### src/rtl/geo_io_pkg.sv
// Shared status-bit positions for the geometry I/O bridge.
package geo_io_pkg;
    localparam int ST_AFULL = 0;
    localparam int ST_SYNC  = 1;
    localparam int ST_OVF   = 5;
    localparam int ST_FAULT = 6;
    localparam int ST_RESET = 7;
endpackage

### src/rtl/geo_byte_port.sv
// One write-only byte port: a data register plus a single-cycle strobe.
// Assumes io_wr is a one-cycle qualifier registered upstream.
module geo_byte_port #(
    parameter int         DW      = 8,
    parameter logic [7:0] PORT_ID = 8'hF0
) (
    input  logic          clk,
    input  logic          rst_n,
    input  logic          io_wr,
    input  logic [7:0]    io_addr,
    input  logic [DW-1:0] io_wdata,
    output logic          hit,
    output logic [DW-1:0] data,
    output logic          stb
);
    assign hit = io_wr && (io_addr == PORT_ID);

    // Load data and pulse the strobe; if/else keeps set and clear exclusive.
    always_ff @(posedge clk) begin
        if (!rst_n) begin
            data <= '0;
            stb  <= 1'b0;
        end else if (hit) begin
            data <= io_wdata;
            stb  <= 1'b1;
        end else begin
            stb  <= 1'b0;
        end
    end


    strobe_from_write_chk: assert property (@(posedge clk) disable iff (!rst_n)
        stb |-> $past(io_wr && io_addr == PORT_ID));
endmodule

### src/rtl/geo_cmd_commit.sv
// Builds the 16-bit command on the commit byte and pushes it unless the FIFO
// is full, in which case a sticky overflow flag is set instead.
module geo_cmd_commit #(
    parameter bit COMMIT_HI = 1'b1
) (
    input  logic        clk,
    input  logic        rst_n,
    input  logic        lo_hit,
    input  logic        hi_hit,
    input  logic [7:0]  io_wdata,
    input  logic [7:0]  lo_q,
    input  logic [7:0]  hi_q,
    input  logic        fifo_full,
    input  logic        ovf_clr,
    output logic [15:0] cmd_word,
    output logic        cmd_push,
    output logic        ovf
);
    logic        commit;
    logic [15:0] word_next;

    generate
        if (COMMIT_HI) begin : g_hi
            assign commit    = hi_hit;
            assign word_next = {io_wdata, lo_q};
        end else begin : g_lo
            assign commit    = lo_hit;
            assign word_next = {hi_q, io_wdata};
        end
    endgenerate

    // Push the word on a commit write, or flag overflow if the FIFO is full.
    always_ff @(posedge clk) begin
        if (!rst_n) begin
            cmd_word <= '0;
            cmd_push <= 1'b0;
            ovf      <= 1'b0;
        end else begin
            cmd_push <= commit && !fifo_full;
            if (commit && !fifo_full) cmd_word <= word_next;
            if (commit && fifo_full)  ovf <= 1'b1;
            else if (ovf_clr)         ovf <= 1'b0;
        end
    end


    no_push_when_full_chk: assert property (@(posedge clk) disable iff (!rst_n)
        cmd_push |-> !$past(fifo_full));

    ovf_sticky_chk: assert property (@(posedge clk) disable iff (!rst_n)
        $fell(ovf) |-> $past(ovf_clr));
endmodule

### src/rtl/geo_stall_watch.sv
// Counts consecutive status reads that find the FIFO almost full and sets a
// sticky fault when the count reaches FAULT_LIMIT.
module geo_stall_watch #(
    parameter int FAULT_LIMIT = 65535
) (
    input  logic clk,
    input  logic rst_n,
    input  logic stat_rd,
    input  logic afull,
    input  logic clr,
    output logic fault
);
    localparam int CW = $clog2(FAULT_LIMIT + 1);
    localparam logic [CW-1:0] LIM = CW'(FAULT_LIMIT);

    logic [CW-1:0] cnt;

    // Saturating run counter with clear priority over a simultaneous read.
    always_ff @(posedge clk) begin
        if (!rst_n) begin
            cnt   <= '0;
            fault <= 1'b0;
        end else if (clr) begin
            cnt   <= '0;
            fault <= 1'b0;
        end else if (stat_rd) begin
            if (!afull)          cnt <= '0;
            else if (cnt != LIM) cnt <= cnt + 1'b1;
            if (afull && cnt == LIM - 1'b1) fault <= 1'b1;
        end
    end


    fault_needs_afull_read_chk: assert property (@(posedge clk) disable iff (!rst_n)
        $rose(fault) |-> $past(stat_rd && afull));

    fault_sticky_chk: assert property (@(posedge clk) disable iff (!rst_n)
        $fell(fault) |-> $past(clr));
endmodule

### src/rtl/geo_io_bridge.sv
// I/O bridge between an 8-bit CPU port bus and the geometry engine.
// Decodes the two command byte ports, the status/control port and the two
// collision counter ports. Assumes io_wr/io_rd are one-cycle qualifiers and
// io_addr is the low byte of the captured address.
module geo_io_bridge
    import geo_io_pkg::*;
#(
    parameter logic [7:0] PORT_LO     = 8'hF0,
    parameter logic [7:0] PORT_HI     = 8'hF1,
    parameter logic [7:0] PORT_STAT   = 8'hF2,
    parameter logic [7:0] PORT_WPIX   = 8'hF3,
    parameter logic [7:0] PORT_CPIX   = 8'hF4,
    parameter bit         COMMIT_HI   = 1'b1,
    parameter int         FAULT_LIMIT = 65535
) (
    input  logic        clk,
    input  logic        rst_n,
    input  logic        io_wr,
    input  logic        io_rd,
    input  logic [7:0]  io_addr,
    input  logic [7:0]  io_wdata,
    output logic [7:0]  rd_data,
    output logic [7:0]  geo_lo,
    output logic [7:0]  geo_hi,
    output logic        geo_lo_stb,
    output logic        geo_hi_stb,
    output logic [15:0] cmd_word,
    output logic        cmd_push,
    input  logic        fifo_full,
    input  logic        fifo_afull,
    input  logic        frame_sync,
    input  logic [7:0]  wpix_cnt,
    input  logic [7:0]  cpix_cnt,
    output logic        stat_rd_stb,
    output logic        wpix_rd_stb,
    output logic        cpix_rd_stb,
    output logic        ctl_wr_stb,
    output logic        geo_reset
);
    localparam int NPORT = 2;
    localparam logic [7:0] BYTE_IDS [NPORT] = '{PORT_LO, PORT_HI};

    logic [NPORT-1:0] b_hit, b_stb;
    logic [7:0]       b_data [NPORT];
    logic             ovf, fault;
    logic             ctl_hit, stat_hit, wpix_hit, cpix_hit;
    logic [7:0]       status;

    generate
        for (genvar i = 0; i < NPORT; i++) begin : g_byte
            geo_byte_port #(.DW(8), .PORT_ID(BYTE_IDS[i])) u_port (
                .clk(clk), .rst_n(rst_n), .io_wr(io_wr), .io_addr(io_addr),
                .io_wdata(io_wdata), .hit(b_hit[i]), .data(b_data[i]),
                .stb(b_stb[i])
            );
        end
    endgenerate

    assign geo_lo     = b_data[0];
    assign geo_hi     = b_data[1];
    assign geo_lo_stb = b_stb[0];
    assign geo_hi_stb = b_stb[1];

    assign ctl_hit  = io_wr && (io_addr == PORT_STAT);
    assign stat_hit = io_rd && (io_addr == PORT_STAT);
    assign wpix_hit = io_rd && (io_addr == PORT_WPIX);
    assign cpix_hit = io_rd && (io_addr == PORT_CPIX);

    geo_cmd_commit #(.COMMIT_HI(COMMIT_HI)) u_commit (
        .clk(clk), .rst_n(rst_n), .lo_hit(b_hit[0]), .hi_hit(b_hit[1]),
        .io_wdata(io_wdata), .lo_q(b_data[0]), .hi_q(b_data[1]),
        .fifo_full(fifo_full), .ovf_clr(ctl_hit && io_wdata[ST_OVF]),
        .cmd_word(cmd_word), .cmd_push(cmd_push), .ovf(ovf)
    );

    geo_stall_watch #(.FAULT_LIMIT(FAULT_LIMIT)) u_watch (
        .clk(clk), .rst_n(rst_n), .stat_rd(stat_hit), .afull(fifo_afull),
        .clr(ctl_hit && io_wdata[ST_FAULT]), .fault(fault)
    );

    // Assemble the status byte from live inputs and sticky state.
    always_comb begin
        status            = '0;
        status[ST_AFULL]  = fifo_afull;
        status[ST_SYNC]   = frame_sync;
        status[ST_OVF]    = ovf;
        status[ST_FAULT]  = fault;
        status[ST_RESET]  = geo_reset;
    end

    // Register read data and the per-port read strobes.
    always_ff @(posedge clk) begin
        if (!rst_n) begin
            rd_data     <= '0;
            stat_rd_stb <= 1'b0;
            wpix_rd_stb <= 1'b0;
            cpix_rd_stb <= 1'b0;
        end else begin
            stat_rd_stb <= stat_hit;
            wpix_rd_stb <= wpix_hit;
            cpix_rd_stb <= cpix_hit;
            if (io_rd) begin
                if (stat_hit)      rd_data <= status;
                else if (wpix_hit) rd_data <= wpix_cnt;
                else if (cpix_hit) rd_data <= cpix_cnt;
                else               rd_data <= '0;
            end
        end
    end

    // Control write: reset bit and its strobe; the section starts asleep.
    always_ff @(posedge clk) begin
        if (!rst_n) begin
            geo_reset  <= 1'b1;
            ctl_wr_stb <= 1'b0;
        end else if (ctl_hit) begin
            geo_reset  <= io_wdata[ST_RESET];
            ctl_wr_stb <= 1'b1;
        end else begin
            ctl_wr_stb <= 1'b0;
        end
    end


    rd_strobes_onehot_chk: assert property (@(posedge clk) disable iff (!rst_n)
        $onehot0({stat_rd_stb, wpix_rd_stb, cpix_rd_stb}));

    reset_moves_on_write_chk: assert property (@(posedge clk) disable iff (!rst_n)
        !$stable(geo_reset) |-> $past(io_wr && io_addr == PORT_STAT));

    push_on_commit_chk: assert property (@(posedge clk) disable iff (!rst_n)
        cmd_push |-> (COMMIT_HI ? geo_hi_stb : geo_lo_stb));
endmodule

### config.mk
export PLATFORM = sky130hd
export DESIGN_NAME = geo_io_bridge
export DESIGN_NICKNAME = d
export VERILOG_FILES = /design/src/rtl/geo_io_pkg.sv /design/src/rtl/geo_byte_port.sv /design/src/rtl/geo_cmd_commit.sv /design/src/rtl/geo_stall_watch.sv /design/src/rtl/geo_io_bridge.sv
export SDC_FILE = /design/constraint.sdc
export NUM_CORES = 1
export LEC_CHECK = 0
export BUFFER_PORTS_ARGS = -buffer_cell sky130_fd_sc_hd__buf_2
export CORE_MARGIN = 5
export CORE_UTILIZATION = 45
export CTS_BUF_LIST = sky130_fd_sc_hd__clkbuf_8
export CTS_CLUSTER_DIAMETER = 80
export DETAILED_ROUTE_END_ITERATION = 6
export PLACE_DENSITY_LB_ADDON = 0.3
export REMOVE_ABC_BUFFERS = 1
export SLEW_MARGIN = 20
export SYNTH_ARGS = -nofsm -noshare
export SYNTH_HDL_FRONTEND = slang
export SYNTH_HIERARCHICAL = 1
export SYNTH_SLANG_ARGS = --single-unit
### constraint.sdc
create_clock -name clk -period 3.2 [get_ports clk]
set_input_delay 0.64 -clock clk [delete_from_list [all_inputs] [get_ports clk]]
set_output_delay 0.64 -clock clk [all_outputs]
set_load 0.005 [all_outputs]
# Yosys cells after proc, flatten, opt, wreduce, memory -nomap -nowiden
# Cells that the tools add are included.
# word_totals
ff_bits	66
in_bits	39
out_inout_bits	48
wordCells	51
# op_classes
add_sub_neg	1
n_eq_ne	8
mux	10
bitwise	1
n_reduce_logical	16
# ops
cell	n
8-bit == test (second input constant)	5
16-bit 2-to-1 mux	2
8-bit 2-to-1 mux	3
16-bit by 1-bit adder with 16-bit output (second input constant)	1
16-bit == test (second input constant)	1
16-bit != test (second input constant)	1
1-bit logical AND	11
1-bit 2-to-1 mux	5
2-bit AND reduction	2
2-bit by 1-bit != test with 1-bit output (second input constant)	1
2-bit nonzero test	1
2-bit OR reduction	1
1-bit zero test	1
1-bit inverter	1

# Logic depth before layout (Yosys ltp)
# logic_depth
ltp_word	5
depth_mapped	7
ltp_nobuf	7

# Cells and area by module
# The synthesis kept the hierarchy.
# by_module_without_submodules
module	n_inst	cells_per_inst	area_per_inst_um2	seq_area_each_um2
geo_stall_watch	1	116	957.2	340.3
geo_cmd_commit	1	77	730.7	360.3
geo_io_bridge	1	65	629.4	260.2
geo_byte_port at g_byte[1].u_port	1	40	374.1	180.2
geo_byte_port at g_byte[0].u_port	1	40	372.9	180.2

# Least setup slack after synthesis
# Ideal clock, no wire load.
# synth_timing
path_type	input to register
startpoint	input port io_addr[0]
endpoint	register u_watch.cnt[15]
setup_time_ns	0.117
t_arrival_ns	2.040
required_ns	3.083
setup_slack_ns	1.043
cell_stages	7
n_path_buf	1
cell_sequence	nor4b_4 and2_2 and3_1 nand2b_1 clkbuf_1 nor3_1 o2bb2ai_1
# synth_via
elab_chain_cells	4
word_cells_on_any_way	6
classes_between	1 x eq/ne; 5 x reduce/logical
# synth_lines
item	line	rtl
from (decl)	geo_io_bridge.sv:20	input logic [7:0] io_addr,
8-bit == test *	geo_io_bridge.sv:64, geo_io_bridge.sv:65	
1-bit logical AND	geo_io_bridge.sv:64	assign ctl_hit = io_wr && (io_addr == PORT_STAT);
1-bit logical AND	geo_io_bridge.sv:78	.clr(ctl_hit && io_wdata[ST_FAULT]), .fault(fault)
2-bit OR reduction (no line)	--	
to (signal assigned)	geo_stall_watch.sv:28	else if (cnt != LIM) cnt <= cnt + 1'b1;
to (decl)	geo_stall_watch.sv:16	logic [CW-1:0] cnt;
# Every way passes the cells marked *; elsewhere a longest branch is shown, timed or not.
# A chain may end at the register's enable or synchronous reset.

# Final worst setup path
# layout_timing
startpoint	input port io_addr[0]
endpoint	register u_watch.cnt[3]
# layout_via
word_cells_on_any_way	6
classes_between	1 x eq/ne; 5 x reduce/logical
# layout_rtl
item	line	rtl
8-bit == test	geo_io_bridge.sv:65	assign stat_hit = io_rd && (io_addr == PORT_STAT);
1-bit logical AND	geo_io_bridge.sv:65	
via stat_hit	geo_io_bridge.sv:46	logic ctl_hit, stat_hit, wpix_hit, cpix_hit;
2-bit AND reduction (no line)	--	
# The timed path passes the listed nets, and every way through them passes these cells.

==> impl_metrics.py <==
metrics = {
    "status": {
        "status": "finished clean",
    },
    "logic_synthesis": {
        "ys_seq_area_frac": 0.4312,
        "synth_top_area_frac": 0.4312,
        "synth_edf_count": 0,
        "synthFlopType": "dfxtp_1",
        "synth.area.top_cells": "dfxtp_1, mux2i_1, nand2_1",
        "yosys.area.top_type": "dfxtp_1",
        "synthCells": 338,
        "ys_ff_latch": 66,
        "syn_area_per_cell_um2": 9.066,
        "yosysWarnings": 6,
        "syn_area_um2": 3064,
        "async_flop_share": 0,
        "synth.distinct_cells": 56,
    },
    "min_path": {
        "hold_class": "reg -> reg",
    },
    "clock_network": {
        "cts_buffers": 9,
        "cts_tree": "yes",
        "clock-sinks": 66,
        "clockBufferDepth": 2,
        "cts-htree-levels": 3,
        "cts.reportedPaths.clkPinSlew_ps": 80,
        "cts_hold_buf": 0,
        "cts-root-buf": "clkbuf_8",
        "cts_resized": 0,
        "insertion_delay_ps": 340,
        "post_cts_buffers": 0,
    },
    "setup_path": {
        "crit_type": "in -> reg",
        "r2r_slack_ps": 1400,
        "rr_endpoint": "u_watch/cnt[3]",
        "r2r_start": "u_watch/cnt[1]",
        "arrival_ps": 2620,
        "required_ps": 3440,
        "crit_start": "io_addr[0]",
        "crit_fanout": 9,
        "start_kind": "input pin",
        "critPathCapture": "u_watch/cnt[3]",
        "cp-end-kind": "flop",
        "r2r_cells": 6,
    },
    "detailed_routing": {
        "vias": 2757,
        "drt-initial-drc-count": 182,
        "avgViaCountPerCell": 5.449,
        "ant_nets": 0,
        "drt-wirelength-per-cell_um": 14.71,
        "wl_mm": 7.445,
        "drcViolationCount": 0,
        "first_pass_iters": 4,
    },
    "grt": {
        "grt_pass1_wl_mm": 12.25,
        "antenna_found_initial": 0,
        "grt_pass1_vias": 2549,
        "track_usage": 0.1759,
        "grt_max_degree": 69,
        "overflow": 0,
    },
    "power_and_ir_drop": {
        "power_density_nw_per_um2": 446.4,
        "clkPwrFrac": 0.444,
        "pwr-share-seq": 0.497,
        "swShare": 0.2371,
        "cellLeakagePower_uw": 0.001528,
        "ir_worst_vdd_mv": 0.2110,
        "p_sw_uw": 393.4,
        "power_uw": 1659,
        "internal_power_uw": 1265,
        "p_comb_frac": 0.059,
    },
    "sta": {
        "rsz0062_at_grt": "false",
        "setup_viol": 0,
        "timing.final.max_slew_violations": 0,
        "timing.final.hold_violations": 0,
        "timing.final.crit_share": 0.7434,
        "fin_skew_ps": 5.300,
        "relSlewSlack": 0.5658,
        "whs_ps": 457.3,
        "clock.fmax_mhz": 420.4,
        "fin_setup_tns_ps": 0,
        "period_needed_ps": 2379,
        "tightest_slew_ps": 649.9,
    },
    "floorplan": {
        "io_pins": 87,
        "die_h_um": 92.52,
        "die_x_um": 92.52,
        "rows": 30,
        "start_util": 0.4561,
        "fp.coreArea_um2": 6719,
        "dieArea_um2": 8560,
    },
    "place": {
        "globalplace.congestion": 0.8302,
        "portBuffers": 86,
        "hpwl_mm": 5.329,
    },
    "cells_and_area": {
        "diodes": 0,
        "area_growth_syn_to_layout_pct": 21.27,
        "seq_area_um2": 1321,
        "layout-drive-gt1-share": 0.2887,
        "multi_input_area_um2": 1590,
        "finalNetCount": 462,
        "nFillCells": 640,
    },
    "flow_run": {
        "maxCapViolations": 0,
    },
}
-- cell usage after synthesis (2+ instances only) --
library cell,count
nand4_1,9
inv_1,8
a21boi_0,3
and3_1,6
a21oi_1,7
a31oi_1,4
a41oi_1,2
a221oi_1,5
nand2_1,84
a22oi_1,2
and3_2,2
dfxtp_1,66
buf_6,5
clkbuf_1,4
o211ai_1,2
or3b_1,2
nor4_2,2
nor3_1,4
a211oi_1,7
nor4b_1,2
o22ai_1,3
buf_2,7
nand2b_1,4
a22o_1,6
mux2i_1,33
nor2_1,11
nand3_1,6
and2_1,3
and2_2,2
o21ai_0,10
ha_1,2
-- registers in the layout, summed over array words and instances, names as in the netlist --
name                flops
cpix_rd_stb             1
ctl_wr_stb              1
g_byte.u_port/data     16
g_byte.u_port/stb       2
geo_reset               1
rd_data                 8
stat_rd_stb             1
u_commit/cmd_push       1
u_commit/cmd_word      16
u_commit/ovf            1
u_watch/cnt            16
u_watch/fault           1
wpix_rd_stb             1
-- critical path, stage by stage --
cell,delay (ps)
buf_2,160
nor4b_4,510
and3_2,330
nand2_1,110
a21oi_2,370
nand2b_1,190
a221oi_1,310
-- kinds of logic after synthesis --
family,Yosys count,share of synthesized area
AOI/OAI and AO/OA,60,0.1396
DFF,66,0.4312
adders and majority gates,2,0.008165
and+or+nand+nor,151,0.2605
buffers and inverters,26,0.05267
muxes,33,0.1078
-- cell type report --
cell class	instances	area share
Multi-Input combinational cell	246	0.4279
Sequential cell	66	0.3556
Timing Repair Buffer	90	0.1239
Clock buffer	11	0.04074
Tap cell	80	0.02694
Clock inverter	5	0.01684
Inverter	8	0.008081
-- layout by cell type (no fill, tap or decap), types with 2 or more instances in the layout --
cell type,Yosys,routed
o22ai_1,3,3
nand2b_1,4,4
a31oi_1,4,4
nor2_1,11,11
clkinvlp_4,0,2
a221oi_1,5,5
and3_2,2,2
dfxtp_1,66,66
buf_2,7,86
clkbuf_8,0,11
nand2_1,84,84
inv_1,8,8
nor4_4,1,2
and3_1,6,6
nor3_1,4,4
or3b_1,2,2
nand4_1,9,9
a21boi_0,3,3
and2_2,2,2
a21oi_1,7,7
a41oi_1,2,2
a22oi_1,2,2
nor4b_1,2,2
a211oi_1,7,7
clkinv_4,0,2
nand3_1,6,6
buf_4,0,4
and2_1,3,3
o211ai_1,2,2
a22o_1,6,6
ha_1,2,2
mux2i_1,33,33
o21ai_0,10,10
-- power by group through the flow --
stage	Combinational, uW	Clock [uW]	Sequential, uW
2_1_floorplan	33.2	0	844
3_3_place_gp	95.0	0	844
3_5_place_dp	97.4	0	844
4_1_cts	97.9	756	825
5_1_grt	110	793	825
6_report	97.6	736	825
-- metrics by stage --
step	setup WS, ps	util	instances	area (um2)
2_1_floorplan	705.3	-	320	2933
3_3_place_gp	606.8	0.5212	490	3502
3_5_place_dp	511.8	0.5212	490	3502
4_1_cts	871.7	0.5531	506	3716
5_1_grt	656.2	0.5531	506	3716
6_report	821.2	0.5531	506	3716
-- how the worst min path moves through the flow --
stage / cells past startpoint / to / slack (ps) / from
2_1_floorplan: 2 / rd_data[6] / 440 / u_watch/fault
3_3_place_gp: 2 / g_byte[1].u_port/data[3] / 440 / g_byte[1].u_port/data[3]
3_5_place_dp: 2 / g_byte[1].u_port/data[0] / 440 / g_byte[1].u_port/data[0]
4_1_cts: 2 / g_byte[1].u_port/data[0] / 460 / g_byte[1].u_port/data[0]
5_1_grt: 2 / g_byte[1].u_port/data[0] / 480 / g_byte[1].u_port/data[0]
6_report: 2 / u_commit/cmd_word[7] / 460 / u_commit/cmd_word[7]
-- per-layer routing --
layer / GRT usage / routed length, um / vias up
met3: 0.06742 / 584 / 8
met4: 0.05322 / 82 / 0
met1: 0.2330 / 3431 / 1294
met5: 0 / 0 / -
li1: - / - / 1382
met2: 0.2647 / 3346 / 73
No activity file was read; power rests on OpenSTA's default activity.
